--- config.mk ---
export PLATFORM = sky130hd
export DESIGN_NAME = branch_predictor
export DESIGN_NICKNAME = d
export VERILOG_FILES = /design/src/rtl/bp_pkg.sv /design/src/rtl/bp_rst_sync.sv /design/src/rtl/bp_next_state.sv /design/src/rtl/bp_table.sv /design/src/rtl/branch_predictor.sv
export SDC_FILE = /design/constraint.sdc
export NUM_CORES = 1
export LEC_CHECK = 0
export ABC_AREA = 1
export ABC_CLOCK_PERIOD_IN_PS = 11820
export BUFFER_PORTS_ARGS = -buffer_cell sky130_fd_sc_hd__buf_2
export CORE_ASPECT_RATIO = 0.9
export CORE_MARGIN = 10
export CORE_UTILIZATION = 65
export DETAILED_ROUTE_END_ITERATION = 6
export PLACE_DENSITY_LB_ADDON = 0.05
export SLEW_MARGIN = 20
export SYNTH_ARGS = -nofsm -noshare
export SYNTH_HDL_FRONTEND = slang
export SYNTH_SLANG_ARGS = --single-unit
--- constraint.sdc ---
create_clock -name clk -period 11.82 [get_ports clk]
set_input_delay 2.364 -clock clk [delete_from_list [all_inputs] [get_ports clk]]
set_output_delay 2.364 -clock clk [all_outputs]
set_load 0.005 [all_outputs]
--- src/rtl/bp_pkg.sv ---
package bp_pkg;
  typedef enum logic [1:0] {
    CTR_SNT = 2'b00,
    CTR_WNT = 2'b01,
    CTR_WT  = 2'b10,
    CTR_ST  = 2'b11
  } ctr2_e;
endpackage

--- src/rtl/bp_rst_sync.sv ---
module bp_rst_sync (
  input  logic clk,
  input  logic arst_n,
  output logic srst_n
);
  logic [1:0] sync_q;

  always_ff @(posedge clk or negedge arst_n) begin
    if (!arst_n) sync_q <= 2'b00;
    else         sync_q <= {sync_q[0], 1'b1};
  end

  assign srst_n = sync_q[1];
endmodule

--- src/rtl/bp_next_state.sv ---
module bp_next_state #(
  parameter bit MODE_HYST = 1'b1,
  parameter int CTR_W     = 2
) (
  input  logic [CTR_W-1:0] cur,
  input  logic             outcome,
  output logic [CTR_W-1:0] nxt
);
  import bp_pkg::*;

  generate
    if (MODE_HYST) begin : g_hyst
      ctr2_e cur_e;
      ctr2_e nxt_e;
      always_comb begin
        cur_e = ctr2_e'(cur[1:0]);
        nxt_e = cur_e;
        if (outcome) begin
          if (cur_e != CTR_ST) nxt_e = ctr2_e'(cur_e + 2'd1);
        end else begin
          if (cur_e != CTR_SNT) nxt_e = ctr2_e'(cur_e - 2'd1);
        end
      end
      assign nxt = CTR_W'(nxt_e);
    end else begin : g_last
      assign nxt = CTR_W'(outcome);
    end
  endgenerate
endmodule

--- src/rtl/bp_table.sv ---
module bp_table #(
  parameter int                  IDX_BITS = 6,
  parameter int                  CTR_W    = 2,
  parameter logic [CTR_W-1:0]    INIT     = '0
) (
  input  logic                clk,
  input  logic                rst_n,
  input  logic [IDX_BITS-1:0] rd_idx,
  output logic [CTR_W-1:0]    rd_state,
  input  logic                wr_en,
  input  logic [IDX_BITS-1:0] wr_idx,
  input  logic [CTR_W-1:0]    wr_state
);
  localparam int DEPTH = 1 << IDX_BITS;

  logic [CTR_W-1:0] ent_q [DEPTH];

  genvar gi;
  generate
    for (gi = 0; gi < DEPTH; gi++) begin : g_ent
      logic ent_en;
      assign ent_en = wr_en && (wr_idx == IDX_BITS'(gi));
      always_ff @(posedge clk or negedge rst_n) begin
        if (!rst_n)      ent_q[gi] <= INIT;
        else if (ent_en) ent_q[gi] <= wr_state;
      end
    end
  endgenerate

  assign rd_state = ent_q[rd_idx];
endmodule

--- src/rtl/branch_predictor.sv ---
module branch_predictor #(
  parameter int PC_W      = 32,
  parameter int IDX_BITS  = 6,
  parameter bit MODE_HYST = 1'b1
) (
  input  logic            clk,
  input  logic            rst_n,
  input  logic [PC_W-1:0] lk_pc,
  output logic            lk_taken,
  input  logic            up_valid,
  input  logic [PC_W-1:0] up_pc,
  input  logic            up_outcome,
  input  logic            up_pred,
  output logic            mispredict
);
  localparam int               CTR_W = MODE_HYST ? 2 : 1;
  localparam logic [CTR_W-1:0] INIT  = MODE_HYST ? CTR_W'(1) : CTR_W'(0);
  localparam int               LSB   = 2;

  logic                srst_n;
  logic [IDX_BITS-1:0] lk_idx;
  logic [IDX_BITS-1:0] up_idx;
  logic [CTR_W-1:0]    lk_state;
  logic [CTR_W-1:0]    up_state;
  logic [CTR_W-1:0]    up_next;
  logic                misp_d;
  logic                misp_q;

  bp_rst_sync u_rst (
    .clk    (clk),
    .arst_n (rst_n),
    .srst_n (srst_n)
  );

  assign lk_idx = lk_pc[IDX_BITS+LSB-1:LSB];
  assign up_idx = up_pc[IDX_BITS+LSB-1:LSB];

  bp_table #(.IDX_BITS(IDX_BITS), .CTR_W(CTR_W), .INIT(INIT)) u_tbl_lk (
    .clk      (clk),
    .rst_n    (srst_n),
    .rd_idx   (lk_idx),
    .rd_state (lk_state),
    .wr_en    (up_valid),
    .wr_idx   (up_idx),
    .wr_state (up_next)
  );

  bp_table #(.IDX_BITS(IDX_BITS), .CTR_W(CTR_W), .INIT(INIT)) u_tbl_up (
    .clk      (clk),
    .rst_n    (srst_n),
    .rd_idx   (up_idx),
    .rd_state (up_state),
    .wr_en    (up_valid),
    .wr_idx   (up_idx),
    .wr_state (up_next)
  );

  bp_next_state #(.MODE_HYST(MODE_HYST), .CTR_W(CTR_W)) u_nxt (
    .cur     (up_state),
    .outcome (up_outcome),
    .nxt     (up_next)
  );

  assign lk_taken = lk_state[CTR_W-1];

  always_comb begin
    misp_d = up_valid && (up_outcome != up_pred);
  end

  always_ff @(posedge clk or negedge srst_n) begin
    if (!srst_n) misp_q <= 1'b0;
    else         misp_q <= misp_d;
  end

  assign mispredict = misp_q;
endmodule

After elaboration in Yosys (flattened, before gate mapping)
Cells that the tools add are included.
{"block": "word_totals", "reg_bits": 131, "inputBits": 69, "output_inout_bits": 2}
{"block": "op_classes", "add_sub_neg": 2, "magnitude_cmp": 2, "n_eq_ne": 65, "muxes": 9, "bitwise_logic": 2, "reduce_logical": 67}
{"operator": "6-bit equality test, second input constant", "n": 32}
{"operator": "6-bit by 5-bit equality test with 1-bit output, second input constant", "n": 16}
{"operator": "1-bit logical AND", "n": 65}
{"operator": "6-bit by 4-bit equality test with 1-bit output, second input constant", "n": 8}
{"operator": "2-bit binary-select mux with 6-bit select", "n": 2}
{"operator": "6-bit by 3-bit equality test with 1-bit output, second input constant", "n": 4}
{"operator": "7-bit >= comparator, second input constant", "n": 2}
{"operator": "2-bit two-way mux", "n": 7}
{"operator": "6-bit NOT with 7-bit output", "n": 2}
{"operator": "6-bit by 2-bit equality test with 1-bit output, second input constant", "n": 2}
{"operator": "6-bit by 1-bit equality test with 1-bit output, second input constant", "n": 1}
{"operator": "6-bit zero test", "n": 1}
{"operator": "2-bit by 1-bit adder with 2-bit output, second input constant", "n": 1}
{"operator": "2-bit inequality test, second input constant", "n": 1}
{"operator": "2-bit nonzero test", "n": 1}
{"operator": "2-bit by 1-bit subtractor with 2-bit output, second input constant", "n": 1}
{"operator": "1-bit inequality test", "n": 1}

Longest topological paths before layout
{"block": "logic_depth", "ltp_word": 7, "mapped_depth": 18}

Modules after synthesis
From an unflattened synthesis, not the netlist that was laid out.
{"block": "hier_totals", "cells_unflattened": 1622, "hier_area_um2": 12490.7}
{"module": "bp_table", "instances": 2, "cells_per_inst": 804, "area_per_inst_um2": 6185.9}
{"module": "bp_rst_sync", "instances": 1, "cells_per_inst": 3, "area_per_inst_um2": 53.8}
{"module": "branch_predictor", "instances": 1, "cells_per_inst": 5, "area_per_inst_um2": 40.0}
{"module": "bp_next_state", "instances": 1, "cells_per_inst": 6, "area_per_inst_um2": 25.0}

Least setup slack after synthesis
OpenSTA, ideal clock, no wires.
{"block": "synth_path", "kind": "input port to output port", "start": "in lk_pc[2]", "end": "out lk_taken", "t_arrival_ps": 3529, "t_required_ps": 9456, "slack_ps": 5927, "stages": 9, "n_path_buf": 2, "path_cell_list": "clkbuf_1 clkbuf_1 o21ai_0 o22ai_1 nand2_1 a21oi_1 o21ai_0 a21o_1 nand2_1"}
{"block": "synth_between", "elab_chain_len": 4}
{"element": "start: declaration", "line_no": "branch_predictor.sv:8", "rtl": "input logic [PC_W-1:0] lk_pc,"}
{"element": "6-bit NOT with 7-bit output (not written as such)", "line_no": "bp_table.sv:30", "rtl": "assign rd_state = ent_q[rd_idx];"}
{"element": "2-bit binary-select mux with 6-bit select", "line_no": "bp_table.sv:30"}
{"element": "2-bit two-way mux (not written as such) (2 in a row)", "line_no": "bp_table.sv:30"}
{"element": "end: declaration", "line_no": "branch_predictor.sv:9", "rtl": "output logic lk_taken,"}
No other way between the ends. The select of a mux whose other input is x is not followed.

Worst setup path in the final report
Ends and elaborated chain as after synthesis.

==> flow_summary.yaml <==
die:
  io_pins: 71
  coreArea_um2: 11400
  die-area_um2: 16400
  initial_core_util_pct: 66.5
  die_w_um: 134
  num_rows: 37
  die_h_um: 123
critical_path:
  reg2reg_to: "u_tbl_lk.ent_q[48]"
  start_kind: "input pin"
  r2r_cells: 12
  r2r_setup_slack_ns: 9.02
  reg2reg_from: "u_tbl_lk.ent_q[22]"
  crit_required_ns: 9.46
  end_kind: "output pin"
  path_class: "in -> out"
  worstPathArrival_ns: 4.78
  cp_max_fo: 35
clocking:
  cts.sinks: 131
  ctsHoldBuffers: 0
  numCtsBuffers: 17
  ctsResizeCount: 0
  clock_latency_ns: 0.44
  clock_path_buffers: 2
  clkTransAtPathRegs_ns: 0.06
  cts_root_buffer: "clkbuf_16"
  post_cts_buffers: 0
  cts_tree: "yes"
  htree_levels: 4
timing:
  skew_ns: 0.0109
  fmax_mhz: 140
  min_period_ns: 7.14
  hold_viol: 0
  rsz0062_at_grt: "false"
  finalMaxSlewViolations: 0
  worst_pin_slew_ns: 1.01
  whs_ns: 0.349
  final.setup.tns_ns: 0
  max_slew_margin_pct: 32.5
  fin_crit_sh_pct: 60.4
  setup_viol: 0
route:
  drt_iter0_markers: 939
  postRouteAntennaNets: 0
  route.detailed.drc: 7
  wirelength_mm: 22.7
  wl_per_cell_um: 17.0
  via_per_inst: 5.67
  num_vias: 7593
  drt_first_pass_iters: 7
power_and_ir_drop:
  pwr_density_cell_nw_per_um2: 145
  p_switching_w: 0.000348
  clkPwrFrac_pct: 43.6
  cellInternalPower_w: 0.000856
  p_seq_share_pct: 44.2
  irDropWorstVdd_v: 0.000122
  combPwrFrac_pct: 12.3
  swShare_pct: 28.9
  power_leakage_nw: 4.17
yosys:
  synth_simple_gate_area_share_pct: 41.5
  synth_fa_ha_area_share_pct: 0
  yosysTopAreaCell: "nand2_1"
  netlist_top_cells_area: "nand2_1 29%, dfstp_2 22%, dfrtp_1 22%"
  syn-cell-area_um2: 7600
  synth_top_family_by_area: "simple AND/OR/NAND/NOR gates"
  synthDistinctLibCells: 25
  synthesis.nets: 1243
  synth_top_area_share_pct: 28.8
  synth_compound_gate_area_share_pct: 5.79
  synth_seq_area_share_pct: 44.2
  synth_xor_area_share_pct: 0
  synth-seq-cells: 131
  ys_warn_count: 0
  syn_inst: 1174
  syn_avg_cell_area_um2: 6.48
  synth_mux_area_share_pct: 0
hold_path:
  worst_hold_path.endpoint: "u_rst.sync_q[1]"
  hold-path-cell-count: 0
  worstHoldStart: "u_rst.sync_q[0]"
  min_path_type: "reg -> reg"
grt:
  met3_usage_pct: 8.13
  grt_max_degree: 76
  grt_pass1_wl_mm: 36.6
  use_met1_pct: 37.6
  grtUsageTotal_pct: 28.4
  grt_pass1_vias: 6973
  grtUsageMet2_pct: 43.6
  grt_remaining_overflow: 0
  grt_most_used_layer: "met2"
  antenna_found_initial: 1
finish:
  nets: 1238
  utilization_pct: 72.5
  drive_above_1_share_pct: 11.1
  fin_cells: 1338
  diodes: 0
  area_growth_pct: 9.00
flow_run:
  drv_cap: 0
place:
  port_buffers: 18
  place_inst: 1306
  post-dp-hpwl_mm: 14.0
  place.gp.congestion: 0.964
run_status:
  status: "complete, but fails checks"
  violations: "DRC"
==> routing by layer <==
| metal | vias to the layer above | share of wire [%] |
|---|---|---|
| li1 | 3584 | - |
| met1 | 3457 | 40 |
| met2 | 476 | 44 |
| met3 | 74 | 13 |
| met4 | 2 | 3.0 |
| met5 | - | 0.040 |
==> state kept, by name (all words and copies together) (netlist names) <==
signal,count
mispredict,1
u_tbl_lk.ent_q,76
u_rst.sync_q,2
u_tbl_up.ent_q,52
==> kinds of logic after synthesis <==
logic type | count (synthesis)
AO/OA/AOI/OAI | 81
AND/OR/NAND/NOR | 805
flip-flops | 131
other | 1
buffers and inverters | 156
==> synth_stat cells <==
| master | instances |
|---|---|
| nand2_1 | 584 |
| nor2_1 | 128 |
| inv_1 | 104 |
| nand3_1 | 73 |
| dfrtp_1 | 67 |
| dfstp_2 | 64 |
| o21ai_0 | 46 |
| buf_2 | 25 |
| clkbuf_1 | 15 |
| o22ai_1 | 15 |
| a21oi_1 | 11 |
| nand4_1 | 8 |
| nor3_1 | 7 |
| buf_4 | 6 |
| inv_2 | 3 |
| nand2_2 | 3 |
| o21ai_1 | 3 |
| o21bai_1 | 3 |
| buf_1 | 2 |
| nor2_2 | 2 |
| a21o_1 | 1 |
| buf_6 | 1 |
| conb_1 | 1 |
| o211ai_1 | 1 |
| o221ai_1 | 1 |
==> power groups by stage <==
| stage | clock network, W | registers (W) | logic [W] |
|---|---|---|---|
| 3_3_place_gp | 0 | 0.000537 | 0.000140 |
| 3_5_place_dp | 0 | 0.000537 | 0.000143 |
| 6_report | 0.000525 | 0.000532 | 0.000148 |
| 2_1_floorplan | 0 | 0.000532 | 0.000102 |
| 5_1_grt | 0.000547 | 0.000536 | 0.000162 |
| 4_1_cts | 0.000526 | 0.000531 | 0.000144 |
==> cell usage in the layout, fill, tap and decap left out, types with 11 or more instances in the layout <==
cell type,synthesis,routed
dfrtp_1,67,66
nor2_1,128,128
a21oi_1,11,11
dfstp_2,64,64
clkbuf_16,0,17
o22ai_1,15,15
buf_2,25,18
nand3_1,73,72
o21ai_0,46,46
inv_1,104,104
nand2_1,584,584
==> worst max-delay path, stage by stage <==
cell and delay, ns:
buf_2 0.55, inv_1 0.53, buf_4 0.35, o21ai_0 0.16
o22ai_1 0.13, o21ai_0 0.17, nor2_1 0.05, o21ai_0 0.15
a21o_1 0.13, nand2_1 0.06, buf_2 0.13
==> worst max-delay path by stage <==
stage	startpoint	endpoint	cells past startpoint
floorplan	lk_pc[2]	lk_taken	9
global placement	lk_pc[2]	lk_taken	11
detailed placement	lk_pc[2]	lk_taken	11
CTS	lk_pc[2]	lk_taken	11
global route	lk_pc[2]	lk_taken	11
finish	lk_pc[2]	lk_taken	11
==> area by class of cell <==
type                       count  area [um2]
sequential                   131        3360
clock inverter                15         158
inverter                     107         402
clock buffer                  17         425
timing repair buffer          25         143
tap                          156         195
fill                         963        3150
multi-input combinational    887        3600
==> metrics by stage <==
step	cell area, um2	power (W)	worst slack, ns
after floorplan	7600	0.000635	5.93
final	8290	0.00120	4.68
after global routing	8290	0.00125	4.46
after CTS	8290	0.00120	4.77
after detailed placement	7700	0.000680	4.79
after global placement	7700	0.000678	4.77
No activity file was read; power rests on OpenSTA's default activity.
